File: config.mk
export PLATFORM = sky130hd
export DESIGN_NAME = rx_byte_fifo
export DESIGN_NICKNAME = d
export VERILOG_FILES = /design/src/rtl/rxfifo_pkg.sv /design/src/rtl/rxfifo_store.sv /design/src/rtl/rxfifo_ctrl.sv /design/src/rtl/rx_byte_fifo.sv
export SDC_FILE = /design/constraint.sdc
export NUM_CORES = 1
export LEC_CHECK = 0
export ABC_AREA = 1
export BUFFER_PORTS_ARGS = -buffer_cell sky130_fd_sc_hd__buf_4
export CELL_PAD_IN_SITES_DETAIL_PLACEMENT = 0
export CELL_PAD_IN_SITES_GLOBAL_PLACEMENT = 1
export CORE_ASPECT_RATIO = 2
export CORE_UTILIZATION = 55
export DETAILED_ROUTE_END_ITERATION = 8
export PLACE_DENSITY_LB_ADDON = 0.25
export SYNTH_ARGS = -nofsm -noshare
export SYNTH_HDL_FRONTEND = slang
export SYNTH_SLANG_ARGS = --single-unit
File: constraint.sdc
create_clock -name clk -period 7.3 [get_ports clk]
set_clock_uncertainty 0.05 [all_clocks]
set_input_delay 2.19 -clock clk [delete_from_list [all_inputs] [get_ports clk]]
set_output_delay 2.19 -clock clk [all_outputs]
set_load 0.01 [all_outputs]
File: src/rtl/rxfifo_pkg.sv
package rxfifo_pkg;
  // Strobes from control to storage for one cycle
  typedef struct packed {
    logic wrEn;     // store pushData at the write pointer
    logic rdEn;     // fetch the oldest byte into popData
    logic rdEmpty;  // pop against an empty queue: return zero
  } fifoCmd_t;
endpackage

File: src/rtl/rxfifo_store.sv
module rxfifo_store #(
  parameter int DEPTH = 32,
  parameter int DATA_W = 8
) (
  input  logic                   clk,
  input  logic                   rstN,
  input  rxfifo_pkg::fifoCmd_t   cmd,
  input  logic [DATA_W-1:0]      wrData,
  output logic [DATA_W-1:0]      rdData
);
  localparam int AW = (DEPTH > 1) ? $clog2(DEPTH) : 1;
  localparam logic [AW-1:0] LAST = AW'(DEPTH - 1);

  logic [DATA_W-1:0] mem [DEPTH];
  logic [AW-1:0] wrPtr, rdPtr;

  function automatic logic [AW-1:0] nextPtr(input logic [AW-1:0] p);
    return (p == LAST) ? '0 : p + 1'b1;
  endfunction

  always_ff @(posedge clk) begin
    if (cmd.wrEn) mem[wrPtr] <= wrData;
  end

  always_ff @(posedge clk) begin
    if (!rstN) begin
      wrPtr  <= '0;
      rdPtr  <= '0;
      rdData <= '0;
    end else begin
      if (cmd.wrEn) wrPtr <= nextPtr(wrPtr);
      if (cmd.rdEn) begin
        rdData <= mem[rdPtr];
        rdPtr  <= nextPtr(rdPtr);
      end else if (cmd.rdEmpty) begin
        rdData <= '0;
      end
    end
  end
endmodule

File: src/rtl/rxfifo_ctrl.sv
module rxfifo_ctrl #(
  parameter int DEPTH = 32,
  parameter int THR_W = 5
) (
  input  logic                 clk,
  input  logic                 rstN,
  input  logic                 pushValid,
  input  logic                 popStrobe,
  input  logic                 statusRead,
  input  logic                 thrWrite,
  input  logic [THR_W-1:0]     thrValue,
  input  logic                 trigIrqEn,
  output rxfifo_pkg::fifoCmd_t cmd,
  output logic [15:0]          statusWord,
  output logic                 irq
);
  localparam int LVL_W = $clog2(DEPTH + 1);
  localparam logic [LVL_W-1:0] FULL_LVL = LVL_W'(DEPTH);

  logic [LVL_W-1:0] level;
  logic [THR_W-1:0] thrReg;
  logic ovfFlag, udfFlag, trigFlag;
  logic isEmpty, isFull, ovfEvt;

  assign isEmpty = (level == '0);
  assign isFull  = (level == FULL_LVL);

  always_comb begin
    cmd.rdEn    = popStrobe && !isEmpty;
    cmd.rdEmpty = popStrobe && isEmpty;
    cmd.wrEn    = pushValid && (!isFull || cmd.rdEn);
    ovfEvt      = pushValid && isFull && !cmd.rdEn;
  end

  always_ff @(posedge clk) begin
    if (!rstN) begin
      level   <= '0;
      thrReg  <= '0;
      ovfFlag <= 1'b0;
      udfFlag <= 1'b0;
    end else begin
      case ({cmd.wrEn, cmd.rdEn})
        2'b10:   level <= level + 1'b1;
        2'b01:   level <= level - 1'b1;
        default: level <= level;
      endcase
      if (thrWrite) thrReg <= thrValue;
      // a new event outranks the acknowledge
      if (ovfEvt)          ovfFlag <= 1'b1;
      else if (statusRead) ovfFlag <= 1'b0;
      if (cmd.rdEmpty)     udfFlag <= 1'b1;
      else if (statusRead) udfFlag <= 1'b0;
    end
  end

  assign trigFlag   = (level > LVL_W'(thrReg));
  assign statusWord = {ovfFlag, udfFlag, 6'(level), trigFlag, 7'b0};
  assign irq        = ovfFlag | udfFlag | (trigFlag & trigIrqEn);
endmodule

File: src/rtl/rx_byte_fifo.sv
module rx_byte_fifo #(
  parameter int DEPTH = 32,
  parameter int DATA_W = 8,
  parameter int THR_W = 5
) (
  input  logic              clk,
  input  logic              rstN,
  input  logic              pushValid,
  input  logic [DATA_W-1:0] pushData,
  input  logic              popStrobe,
  output logic [DATA_W-1:0] popData,
  input  logic              statusRead,
  output logic [15:0]       statusWord,
  input  logic              thrWrite,
  input  logic [THR_W-1:0]  thrValue,
  input  logic              trigIrqEn,
  output logic              irq
);
  rxfifo_pkg::fifoCmd_t cmd;

  rxfifo_ctrl #(.DEPTH(DEPTH), .THR_W(THR_W)) u_ctrl (
    .clk(clk), .rstN(rstN), .pushValid(pushValid), .popStrobe(popStrobe),
    .statusRead(statusRead), .thrWrite(thrWrite), .thrValue(thrValue),
    .trigIrqEn(trigIrqEn), .cmd(cmd), .statusWord(statusWord), .irq(irq)
  );

  rxfifo_store #(.DEPTH(DEPTH), .DATA_W(DATA_W)) u_store (
    .clk(clk), .rstN(rstN), .cmd(cmd), .wrData(pushData), .rdData(popData)
  );
endmodule

======== Word level (Yosys, flattened, before mapping) ========
Memories as Yosys holds them, arrays and structs flattened. A register that Yosys moved wholly into a read port is not among the register bits.
Cells that the tools add are included.
storage, ports and cells
  RAM bits ................................ 256
  logic and storage cells ................. 47
  bits in read-only memories .............. 0
  register bits after elaboration ......... 31
  memories ................................ 1
  output and inout bits ................... 25
  bits of input ports ..................... 20
  bits in latches ......................... 0
operators by class
  bitwise logic cells ..................... 3
  multipliers ............................. 0
  muxes and demuxes ....................... 12
  order comparisons ....................... 1
  reductions and logical operators ........ 14
  eq/ne operators ......................... 5
  div/mod/pow operators ................... 0
  $add $sub $neg .......................... 4
  shift operators ......................... 0
memories
  memory       words  width  read ports  clocked after memory_dff  write ports  RTL line            text
  u_store.mem  32     8      1           1                         1            rxfifo_store.sv:14  logic [DATA_W-1:0] mem [DEPTH];
operator list
  cell                   number
  $mux W5                4
  $mux W8                2
  $pmux W6 S2            1
  $add A5 B1 Y5 const B  2
  $eq A5 B5 Y1 const B   2
  $reduce_bool A2 Y1     4
  $add A6 B1 Y6 const B  1
  $eq A6 B6 Y1 const B   1
  $gt A6 B5 Y1           1
  $logic_not A6 Y1       1
  $sub A6 B1 Y6 const B  1
  $logic_and A1 B1 Y1    5
  $mux W1                5
  $logic_not A1 Y1       3
  $eq A2 B1 Y1 const B   1
  $eq A2 B2 Y1 const B   1
  $or A1 B1 Y1           2
  $and A1 B1 Y1          1
  $logic_or A1 B1 Y1     1

======== Logic depth before layout (Yosys ltp) ========
Gate-level depths: netlist (run 1).
  depth in word-level cells ............... 7
  mapped depth ............................ 15
  mapped depth without buffers ............ 15

======== Cells and area by module ========
A second synthesis (run 1) with hierarchy kept.
unflattened totals
  cells, all modules ...................... 1173
  area, all modules ....................... 12403.1 um^2
by module, submodules not included
  module        cells an instance  instances  seq. area each (um^2)  area an instance (um^2)
  rxfifo_store  1024               1          8147.8                 11377.2
  rxfifo_ctrl   149                1          260.2                  1026.0

======== Worst setup path after synthesis (run 1) ========
No wires, ideal clock.
  path type ............................... input to output
  start point ............................. input trigIrqEn
  end point ............................... output irq
  data arrival time ....................... 2501 ps
  cell stages on the path ................. 1
  path buffers ............................ 0
  setup slack ............................. 2559 ps
  data required time ...................... 5060 ps
  path through ............................ a211o_1
on the way
  word-level cells in the longest chain between the ends .. 2
ends and longest elaborated chain
  item                RTL line            text
  start: declaration  rx_byte_fifo.sv:16  input logic trigIrqEn,
  $and A1 B1 Y1       rxfifo_ctrl.sv:58   assign irq = ovfFlag | udfFlag | (trigFlag & trigIrqEn);
  $or A1 B1 Y1        rxfifo_ctrl.sv:58
  end: declaration    rx_byte_fifo.sv:17  output logic irq
No other way between the ends.

======== Worst setup path in the final report (run 1) ========
Same ends and word-level chain as after synthesis.

==> flow_summary.yaml, run 1 <==
run:
  cap_violations: 0
logic_synthesis:
  synth_area_um2: 12120
  yosys_warnings: 0
  synthArstFlopShare: 0
  synth-edff-count: 256
  synth_top_area_share: 0.6343
  ys_ff_latch: 292
  syn_avg_cell_area_um2: 12.40
  synth_top_flop_cell: "edfxtp_1"
  synth_common_cells: "edfxtp_1 (256), nor2_1 (175), nand3_1 (69), o21ai_0 (69), o21bai_1 (65)"
  synth.area.top_cells: "edfxtp_1 (63%), dfxtp_1 (5.9%), nor2_1 (5.4%)"
  synth.most_common_cell: "edfxtp_1"
  yosysSeqAreaShare: 0.6938
  synth_largest_area_cell: "edfxtp_1"
  synthDistinctLibCells: 36
  synthCells: 977
timing:
  post-route-period-util: 0.6782
  setup-violations-final: 0
  period_needed_ns: 4.951
  tightestPinTransition_ns: 1.249
  rsz0062_at_grt: "false"
  max_freq_mhz: 202.0
  slew_headroom: 0.1611
  final_max_slew_viol_count: 0
  setup_ws_ns: 2.349
  tns_ns: 0
  hold_viol: 0
clock_tree:
  cts.sinks: 292
  cts_hold_repair.buffers: 0
  cts_tree: "built"
  clk_pin_slew_ns: 0.07
  cts-htree-levels: 1
  clk_latency_ns: 0.53
  cts-root-buf: "clkbuf_16"
  post_cts_buffers: 0
  ctsLongestPathBuffers: 3
  cts_resized: 0
  cts_made_buffers: 24
layout:
  regArea_um2: 8416
  final_nets: 1015
  layout.cells.non_filler: 1273
  n_fill_cell: 1722
  layout-drive-gt1-share: 0.1030
  diodes: 0
  final_util: 0.6174
  final_area_um2: 13330
  multi_input_area_um2: 3227
  area_growth_pct: 9.963
worst_setup_path:
  max_stage_delay_ns: 0.27
  crit_path_frequent_cell: "buf_4"
  crit_start: "trigIrqEn"
  crit_type: "in -> out"
  crit_slowest_cell: "a211o_1"
  worstPathCellList: "buf_4 > a211o_1 > buf_4"
  crit_required_ns: 5.06
  reg2reg_depth: 8
  cp-end-kind: "output port"
  r2r_setup_slack_ns: 4.21
  crit_path_start_kind: "input pin"
  crit_end: "irq"
  cp.arrival_ns: 2.71
  path_max_fanout: 1
  timing.rr.end: "u_store.rdData[1]"
die:
  io_pins: 45
  core_area_um2: 21590
  start_util: 0.5614
  std_cell_rows: 76
  die_area_um2: 22670
  die_h_um: 211.9
  fp.dieW_um: 107.0
route:
  drtAntennaViolNets: 0
  drt_iter0_drc: 616
  wl_mm: 29.45
  via_per_inst: 6.066
  route.vias.total: 7722
  drcViolationCount: 0
  drt-wirelength-per-cell_um: 23.13
  first_pass_iters: 5
place:
  place_ws_ns: 2.348
  placed_area_um2: 12460
  place_inst: 1229
  dpl.hpwl_mm: 19.07
  io_buffers: 37
  place.gp.congestion: 0.9035
global_route:
  grt_usage: 0.2709
  use_met2: 0.4830
  grt_pass1_wl_mm: 44.48
  met1_usage: 0.3061
  globalRoute.totalOverflow: 0
  grt_max_degree: 129
  grt_util_met3: 0.02340
  grt_busiest_layer: "met2"
  grt_pass1_vias: 7654
  antenna_found_initial: 0
pwr:
  p_per_area_nw_per_um2: 307.1
  p_leak_nw: 4.474
  irDropWorstVdd_mv: 0.2252
status:
  status: "finished, final reports clean"
worst_hold_path:
  hp-class: "reg -> reg"
## where the power goes
part           total (W)  internal (W)  switching (W)
clock            0.00139      0.000787       0.000607
sequential       0.00198       0.00186       0.000119
combinational   0.000719      0.000265       0.000454
total            0.00409       0.00291        0.00118
## cell usage in the layout (no fill, tap or decap), drive strengths merged
cell type / count
o21bai: 65
edfxtp: 256
a21oi: 20
conb: 7
a211o: 1
nor3: 8
a31oi: 1
nor2: 179
clkbuf: 29
or2: 1
o211ai: 2
nand4: 8
ha: 13
clkinvlp: 3
nand3: 71
o21ai: 80
inv: 47
nand2: 54
clkinv: 4
o41ai: 1
o221ai: 64
nor3b: 2
buf: 41
bufinv: 3
xor2: 3
a211oi: 1
dfxtp: 36
## through the flow
step                hold slack (ns)  total power, W
floorplan                    0.3867        0.002496
global placement             0.4017        0.002723
detailed placement           0.4048        0.002731
CTS                          0.4157        0.004107
global route                 0.4435        0.004257
finish                       0.4118        0.004092
## layout make-up
type | count | share of cell area
clock buffer | 29 | 0.05108
clock inverter | 15 | 0.01418
inverter | 42 | 0.01239
multi-input combinational | 581 | 0.2421
sequential | 292 | 0.6315
tap | 273 | 0.02563
timing repair buffer | 41 | 0.02310
## how the worst min path moves through the flow
stage               slack, ns                to        startpoint  cells past startpoint
floorplan                0.39  u_ctrl.thrReg[4]  u_ctrl.thrReg[4]                      2
finish                   0.41  u_ctrl.thrReg[1]  u_ctrl.thrReg[1]                      2
global placement         0.40  u_ctrl.thrReg[1]  u_ctrl.thrReg[1]                      2
CTS                      0.42  u_ctrl.thrReg[1]  u_ctrl.thrReg[1]                      2
global route             0.44  u_ctrl.thrReg[2]  u_ctrl.thrReg[2]                      2
detailed placement       0.40  u_ctrl.thrReg[1]  u_ctrl.thrReg[1]                      2
## cells by family after synthesis
logic type      share of synthesized area
compound gates                     0.1329
xor+xnor                         0.002168
fa+ha+maj                         0.01342
buf+inv                           0.04181
flops                              0.6938
other cells                     0.0003094
simple gates                       0.1156
## state kept, by name (all words and copies together) (netlist names), named ones only
register        flops
u_ctrl.level        6
u_ctrl.ovfFlag      1
u_ctrl.thrReg       5
u_ctrl.udfFlag      1
u_store.mem       256
u_store.rdData      8
u_store.rdPtr       5
u_store.wrPtr       5
## routing by layer
| metal | part of all wire | wire [µm] |
|---|---|---|
| met3 | 0.040 | 1192 |
| met1 | 0.36 | 10600 |
| met5 | 0 | 0 |
| met2 | 0.53 | 15680 |
| met4 | 0.067 | 1977 |
## worst max-delay path: cells and delay by family
family                 cells  cell delay, ns
AO/OA/AOI/OAI              1            0.27
buffers and inverters      2            0.25
Note: power is estimated with default switching activity, not from simulation.
==> inputs of run 2 (changes only) <==
--- a/config.mk
+++ b/config.mk
@@ -10,7 +10,7 @@
 export CELL_PAD_IN_SITES_DETAIL_PLACEMENT = 0
 export CELL_PAD_IN_SITES_GLOBAL_PLACEMENT = 1
 export CORE_ASPECT_RATIO = 2
-export CORE_UTILIZATION = 55
+export CORE_UTILIZATION = 46
 export DETAILED_ROUTE_END_ITERATION = 8
 export PLACE_DENSITY_LB_ADDON = 0.25
 export SYNTH_ARGS = -nofsm -noshare
==> constraint.sdc (replaced) <==
create_clock -name clk -period 4.2 [get_ports clk]
set_clock_uncertainty 0.05 [all_clocks]
set_input_delay 1.26 -clock clk [delete_from_list [all_inputs] [get_ports clk]]
set_output_delay 1.26 -clock clk [all_outputs]
set_load 0.01 [all_outputs]
==> flow_summary.yaml, run 2 (synthesis results as in run 1) <==
pwr:
  p_per_area_nw_per_um2: 522.4
  irDropWorstVdd_mv: 0.3736
  p_leak_nw: 4.451
place:
  place.gp.congestion: 0.8552
  dpl.hpwl_mm: 22.61
  io_buffers: 37
  placed_area_um2: 12590
layout:
  n_fill_cell: 2351
  largest_reg_flops: 256
  final_nets: 1021
  final_cell_mix: "edfxtp_1 (256), nor2_1 (175), nand3_1 (69), o21ai_0 (69), o21bai_1 (65)"
  layout-drive-gt1-share: 0.1014
  top_regs: "u_store.mem (256), u_store.rdData (8), u_ctrl.level (6)"
  regMostFlops: "u_store.mem"
  final_area_um2: 13340
  final_common_cell: "edfxtp_1"
  area_growth_pct: 10.11
  diodes: 0
worst_setup_path:
  r2r_setup_slack_ns: 1.14
  reg2reg_depth: 8
  crit_type: "reg -> out"
  crit_required_ns: 2.89
  path_max_fanout: 8
  cp.arrival_ns: 2.19
  crit_path_start_kind: "flip-flop"
  cp-end-kind: "output port"
  timing.rr.end: "u_store.mem[21][4]"
  r2r-start: "u_ctrl.level[2]"
global_route:
  globalRoute.totalOverflow: 0
  grt_usage: 0.2607
  grt_max_degree: 96
  antenna_found_initial: 0
  grt_pass1_vias: 7981
  grt_util_met3: 0.02301
  grt_busiest_layer: "met2"
  use_met2: 0.4989
  grt_pass1_wl_mm: 48.94
  met1_usage: 0.2589
route:
  drcViolationCount: 0
  drt-wirelength-per-cell_um: 24.66
  via_per_inst: 5.731
  drtAntennaViolNets: 0
  first_pass_iters: 5
  wl_mm: 33.19
  drt_iter0_drc: 484
  route.vias.total: 7714
die:
  die_h_um: 231.5
  std_cell_rows: 83
  start_util: 0.4706
  die_area_um2: 27040
  io_pins: 45
  fp.dieW_um: 116.8
  core_area_um2: 25750
timing:
  tns_ns: 0
  slew_headroom: 0.3413
  hold_viol: 0
  tightestPinTransition_ns: 0.9870
  rsz0062_at_grt: "false"
  max_freq_mhz: 285.8
  final_max_slew_viol_count: 0
  period_needed_ns: 3.498
  post-route-period-util: 0.8330
  setup-violations-final: 0
clock_tree:
  clk_latency_ns: 0.54
  clk_pin_slew_ns: 0.07
  cts_made_buffers: 24
  cts-htree-levels: 1
  cts_resized: 0
  cts.sinks: 292
  cts_hold_repair.buffers: 0
  cts-root-buf: "clkbuf_16"
  post_cts_buffers: 0
  cts_tree: "built"
  ctsLongestPathBuffers: 3
worst_hold_path:
  hold_depth: 2
  min_to: "u_store.rdData[2]"
  hp-start: "u_store.rdData[2]"
  hp-class: "reg -> reg"
status:
  status: "finished, final reports clean"
run:
  cap_violations: 0
[run 2: changes by cell type in the layout (fill, tap and decap cells not counted), sizes merged]
cell / previous run / this run
clkinv: 4 / 14
clkbuf: 29 / 27
bufinv: 3 / 1
buf: 41 / 47
inv: 47 / 41
[run 2: report_power, final]
part | leakage, nW | internal, W | switching [W] | total, W
sequential | 2.60 | 0.00323 | 0.000185 | 0.00342
clock | 0.365 | 0.00116 | 0.00101 | 0.00216
combinational | 1.48 | 0.000468 | 0.000922 | 0.00139
[run 2: worst max path at each step]
| stage | start | end | slack [ns] |
|---|---|---|---|
| after floorplan | popStrobe | u_store.mem[31][0] | 1.31 |
| after global placement | popStrobe | u_store.mem[1][3] | 0.68 |
| after detailed placement | popStrobe | u_store.mem[21][5] | 0.60 |
| after CTS | u_ctrl.level[3] | irq | 0.66 |
| after global routing | u_ctrl.level[3] | irq | 0.57 |
| final | u_ctrl.level[3] | irq | 0.70 |
[run 2: final cells by class]
type	count	area (µm²)	share of cell area
Multi-Input combinational cell	581	3227	0.2418
Clock inverter	17	125.1	0.009376
Tap cell	340	425.4	0.03188
Clock buffer	27	633.1	0.04745
Sequential cell	292	8416	0.6307
Timing Repair Buffer	47	352.8	0.02644
Inverter	42	165.2	0.01238
[run 2: worst max-delay path: stages, from the launching register on]
cell      delay, ns
dfxtp_1        0.58
ha_1           0.32
nand2_1        0.06
inv_1          0.03
o21bai_1       0.12
a31oi_1        0.13
a211o_1        0.27
buf_4          0.14
[run 2: layer usage]
| layer | up-vias | part of all wire |
|---|---|---|
| met3 | 95 | 0.032 |
| met1 | 3781 | 0.33 |
| li1 | 3613 | - |
| met4 | 0 | 0.069 |
| met2 | 225 | 0.57 |
| met5 | - | 0 |
[run 2: per-stage QoR]
| stage | hold WS [ns] | std cells | setup WS [ns] | power [W] | utilization |
|---|---|---|---|---|---|
| 4_1_cts | 0.4252 | 1346 | 0.6631 | 0.006998 | 0.5181 |
| 5_1_grt | 0.4520 | 1346 | 0.5696 | 0.007230 | 0.5181 |
| 3_3_place_gp | 0.4077 | 1302 | 0.6839 | 0.004869 | 0.4887 |
| 2_1_floorplan | 0.3867 | 983 | 1.307 | 0.004338 | - |
| 3_5_place_dp | 0.4132 | 1302 | 0.6023 | 0.004875 | 0.4887 |
| 6_report | 0.4252 | 1346 | 0.7015 | 0.006971 | 0.5181 |
==> inputs of run 3 (changes only) <==
--- a/config.mk
+++ b/config.mk
@@ -10,7 +10,7 @@
 export CELL_PAD_IN_SITES_DETAIL_PLACEMENT = 0
 export CELL_PAD_IN_SITES_GLOBAL_PLACEMENT = 1
 export CORE_ASPECT_RATIO = 2
-export CORE_UTILIZATION = 46
+export CORE_UTILIZATION = 51
 export DETAILED_ROUTE_END_ITERATION = 8
 export PLACE_DENSITY_LB_ADDON = 0.25
 export SYNTH_ARGS = -nofsm -noshare
==> constraint.sdc (replaced) <==
create_clock -name clk -period 3.3 [get_ports clk]
set_clock_uncertainty 0.05 [all_clocks]
set_input_delay 0.99 -clock clk [delete_from_list [all_inputs] [get_ports clk]]
set_output_delay 0.99 -clock clk [all_outputs]
set_load 0.01 [all_outputs]
==> flow_summary.yaml, run 3 (synthesis results as in run 1) <==
status:
  status: "finished, violations left"
  violations: "DRC"
route:
  drtAntennaViolNets: 0
  via_per_inst: 5.958
  first_pass_iters: 9
  wl_mm: 32.31
  drcViolationCount: 4
  route.vias.total: 7746
  drt-wirelength-per-cell_um: 24.85
  drt_iter0_drc: 628
layout:
  n_fill_cell: 1927
  regMostFlops: "u_store.mem"
  area_growth_pct: 10.36
  largest_reg_flops: 256
  final_common_cell: "edfxtp_1"
  final_cell_mix: "edfxtp_1 (256), nor2_1 (175), nand3_1 (69), o21ai_0 (69), o21bai_1 (65)"
  top_regs: "u_store.mem (256), u_store.rdData (8), u_ctrl.level (6)"
  diodes: 0
  layout-drive-gt1-share: 0.1091
  final_nets: 1031
  final_util: 0.5733
timing:
  slew_headroom: 0.4841
  post-route-period-util: 0.9631
  setup_ws_ns: 0.1217
  max_freq_mhz: 314.6
  tns_ns: 0
  hold_viol: 0
  final_max_slew_viol_count: 0
  tightestPinTransition_ns: 0.7738
  period_needed_ns: 3.178
  setup-violations-final: 0
  rsz0062_at_grt: "false"
die:
  die_area_um2: 24420
  start_util: 0.5195
  die_h_um: 220.0
  std_cell_rows: 79
  fp.dieW_um: 111
  core_area_um2: 23330
  io_pins: 45
global_route:
  grt_pass1_wl_mm: 47.79
  grt_max_degree: 84
  grt_usage: 0.2739
  grt_pass1_vias: 7999
  antenna_found_initial: 0
  globalRoute.totalOverflow: 0
worst_setup_path:
  path_max_fanout: 8
  reg2reg_depth: 9
  crit_path_start_kind: "flip-flop"
  timing.rr.end: "u_store.mem[3][5]"
  cp-end-kind: "output port"
  crit_family: "flip-flops"
  max_stage_delay_ns: 0.55
  cp_num_buf_inv: 2
  cp.arrival_ns: 2.14
  r2r-start: "u_ctrl.level[5]"
  path_depth: 7
  crit_slowest_cell: "dfxtp_1"
  r2r_setup_slack_ns: 0.84
  worstPathCellList: "ha_1 > nand2_1 > inv_1 > o21bai_1 > a31oi_1 > a211o_1 > buf_4"
  crit_required_ns: 2.26
  crit_type: "reg -> out"
place:
  place.gp.congestion: 0.9128
  io_buffers: 37
  place_ws_ns: 0.4966
  dpl.hpwl_mm: 21.59
worst_hold_path:
  hp-class: "reg -> reg"
  hold_depth: 2
  min_to: "u_store.rdData[2]"
  hp-start: "u_store.rdData[2]"
clock_tree:
  clk_pin_slew_ns: 0.07
  cts_tree: "built"
  cts-htree-levels: 1
  post_cts_buffers: 0
  clk_latency_ns: 0.55
  cts.sinks: 292
  cts_made_buffers: 25
  cts-root-buf: "clkbuf_16"
  ctsLongestPathBuffers: 3
pwr:
  p_per_area_nw_per_um2: 667.2
  p_leak_nw: 4.513
  irDropWorstVdd_mv: 0.4335
run:
  cap_violations: 0
-- run 3: cell types whose count changed in the layout (fill, tap and decap cells not counted), sizes merged --
cell | before | now
clkinv | 14 | 8
inv | 41 | 42
clkbuf | 27 | 37
bufinv | 1 | 0
clkinvlp | 3 | 1
buf | 47 | 56
-- run 3: worst max path at each step --
stage	endpoint	startpoint	slack [ns]
2_1_floorplan	u_store.mem[31][0]	popStrobe	0.68
3_3_place_gp	u_store.mem[3][3]	popStrobe	0.55
3_5_place_dp	u_store.mem[3][1]	popStrobe	0.50
4_1_cts	irq	u_ctrl.level[3]	0.08
5_1_grt	irq	u_ctrl.level[3]	0.02
6_report	irq	u_ctrl.level[3]	0.12
-- run 3: layout make-up --
class / instances / area, µm² / share of cell area
Inverter: 42 / 165.2 / 0.01235
Sequential cell: 292 / 8417 / 0.6293
Multi-Input combinational cell: 581 / 3227 / 0.2413
Timing Repair Buffer: 56 / 445.4 / 0.03331
Clock inverter: 9 / 46.29 / 0.003461
Tap cell: 283 / 354.1 / 0.02648
Clock buffer: 37 / 719.4 / 0.05379
-- run 3: layer usage --
metal	GRT usage	wire [µm]	vias up
met5	0	0	-
met4	0.1913	2178	0
met3	0.02640	1285	91
met2	0.5304	17870	278
met1	0.2717	10970	3747
li1	-	-	3630
-- run 3: worst reg2reg max path: cells and delay by family (launching register included) --
family,cells,cell delay (ns)
compound gates,1,0.05
buf+inv,3,0.44
flops,1,0.54
simple gates,5,1.01
-- run 3: timing repair --
| item | CTS | global route |
|---|---|---|
| endpoints found under the hold margin | 0 | 0 |
| gates resized for setup | 0 | 1 |
| setup endpoints to repair | 0 | 1 |
| hold buffers | 0 | 0 |
-- run 3: per-stage QoR --
step	hold slack, ns	std cells	cell area, µm²	total power (W)
2_1_floorplan	0.3867	983	12140	0.005521
3_3_place_gp	0.4094	1254	12610	0.006188
3_5_place_dp	0.4108	1254	12610	0.006199
4_1_cts	0.4228	1300	13370	0.008933
5_1_grt	0.4636	1300	13370	0.009225
6_report	0.4196	1300	13370	0.008924
-- run 3: power by group --
| part | switching [W] | internal (W) | total [W] |
|---|---|---|---|
| combinational | 0.00122 | 0.000634 | 0.00185 |
| sequential | 0.000168 | 0.00412 | 0.00429 |
| clock | 0.00127 | 0.00151 | 0.00279 |
| total | 0.00266 | 0.00627 | 0.00892 |
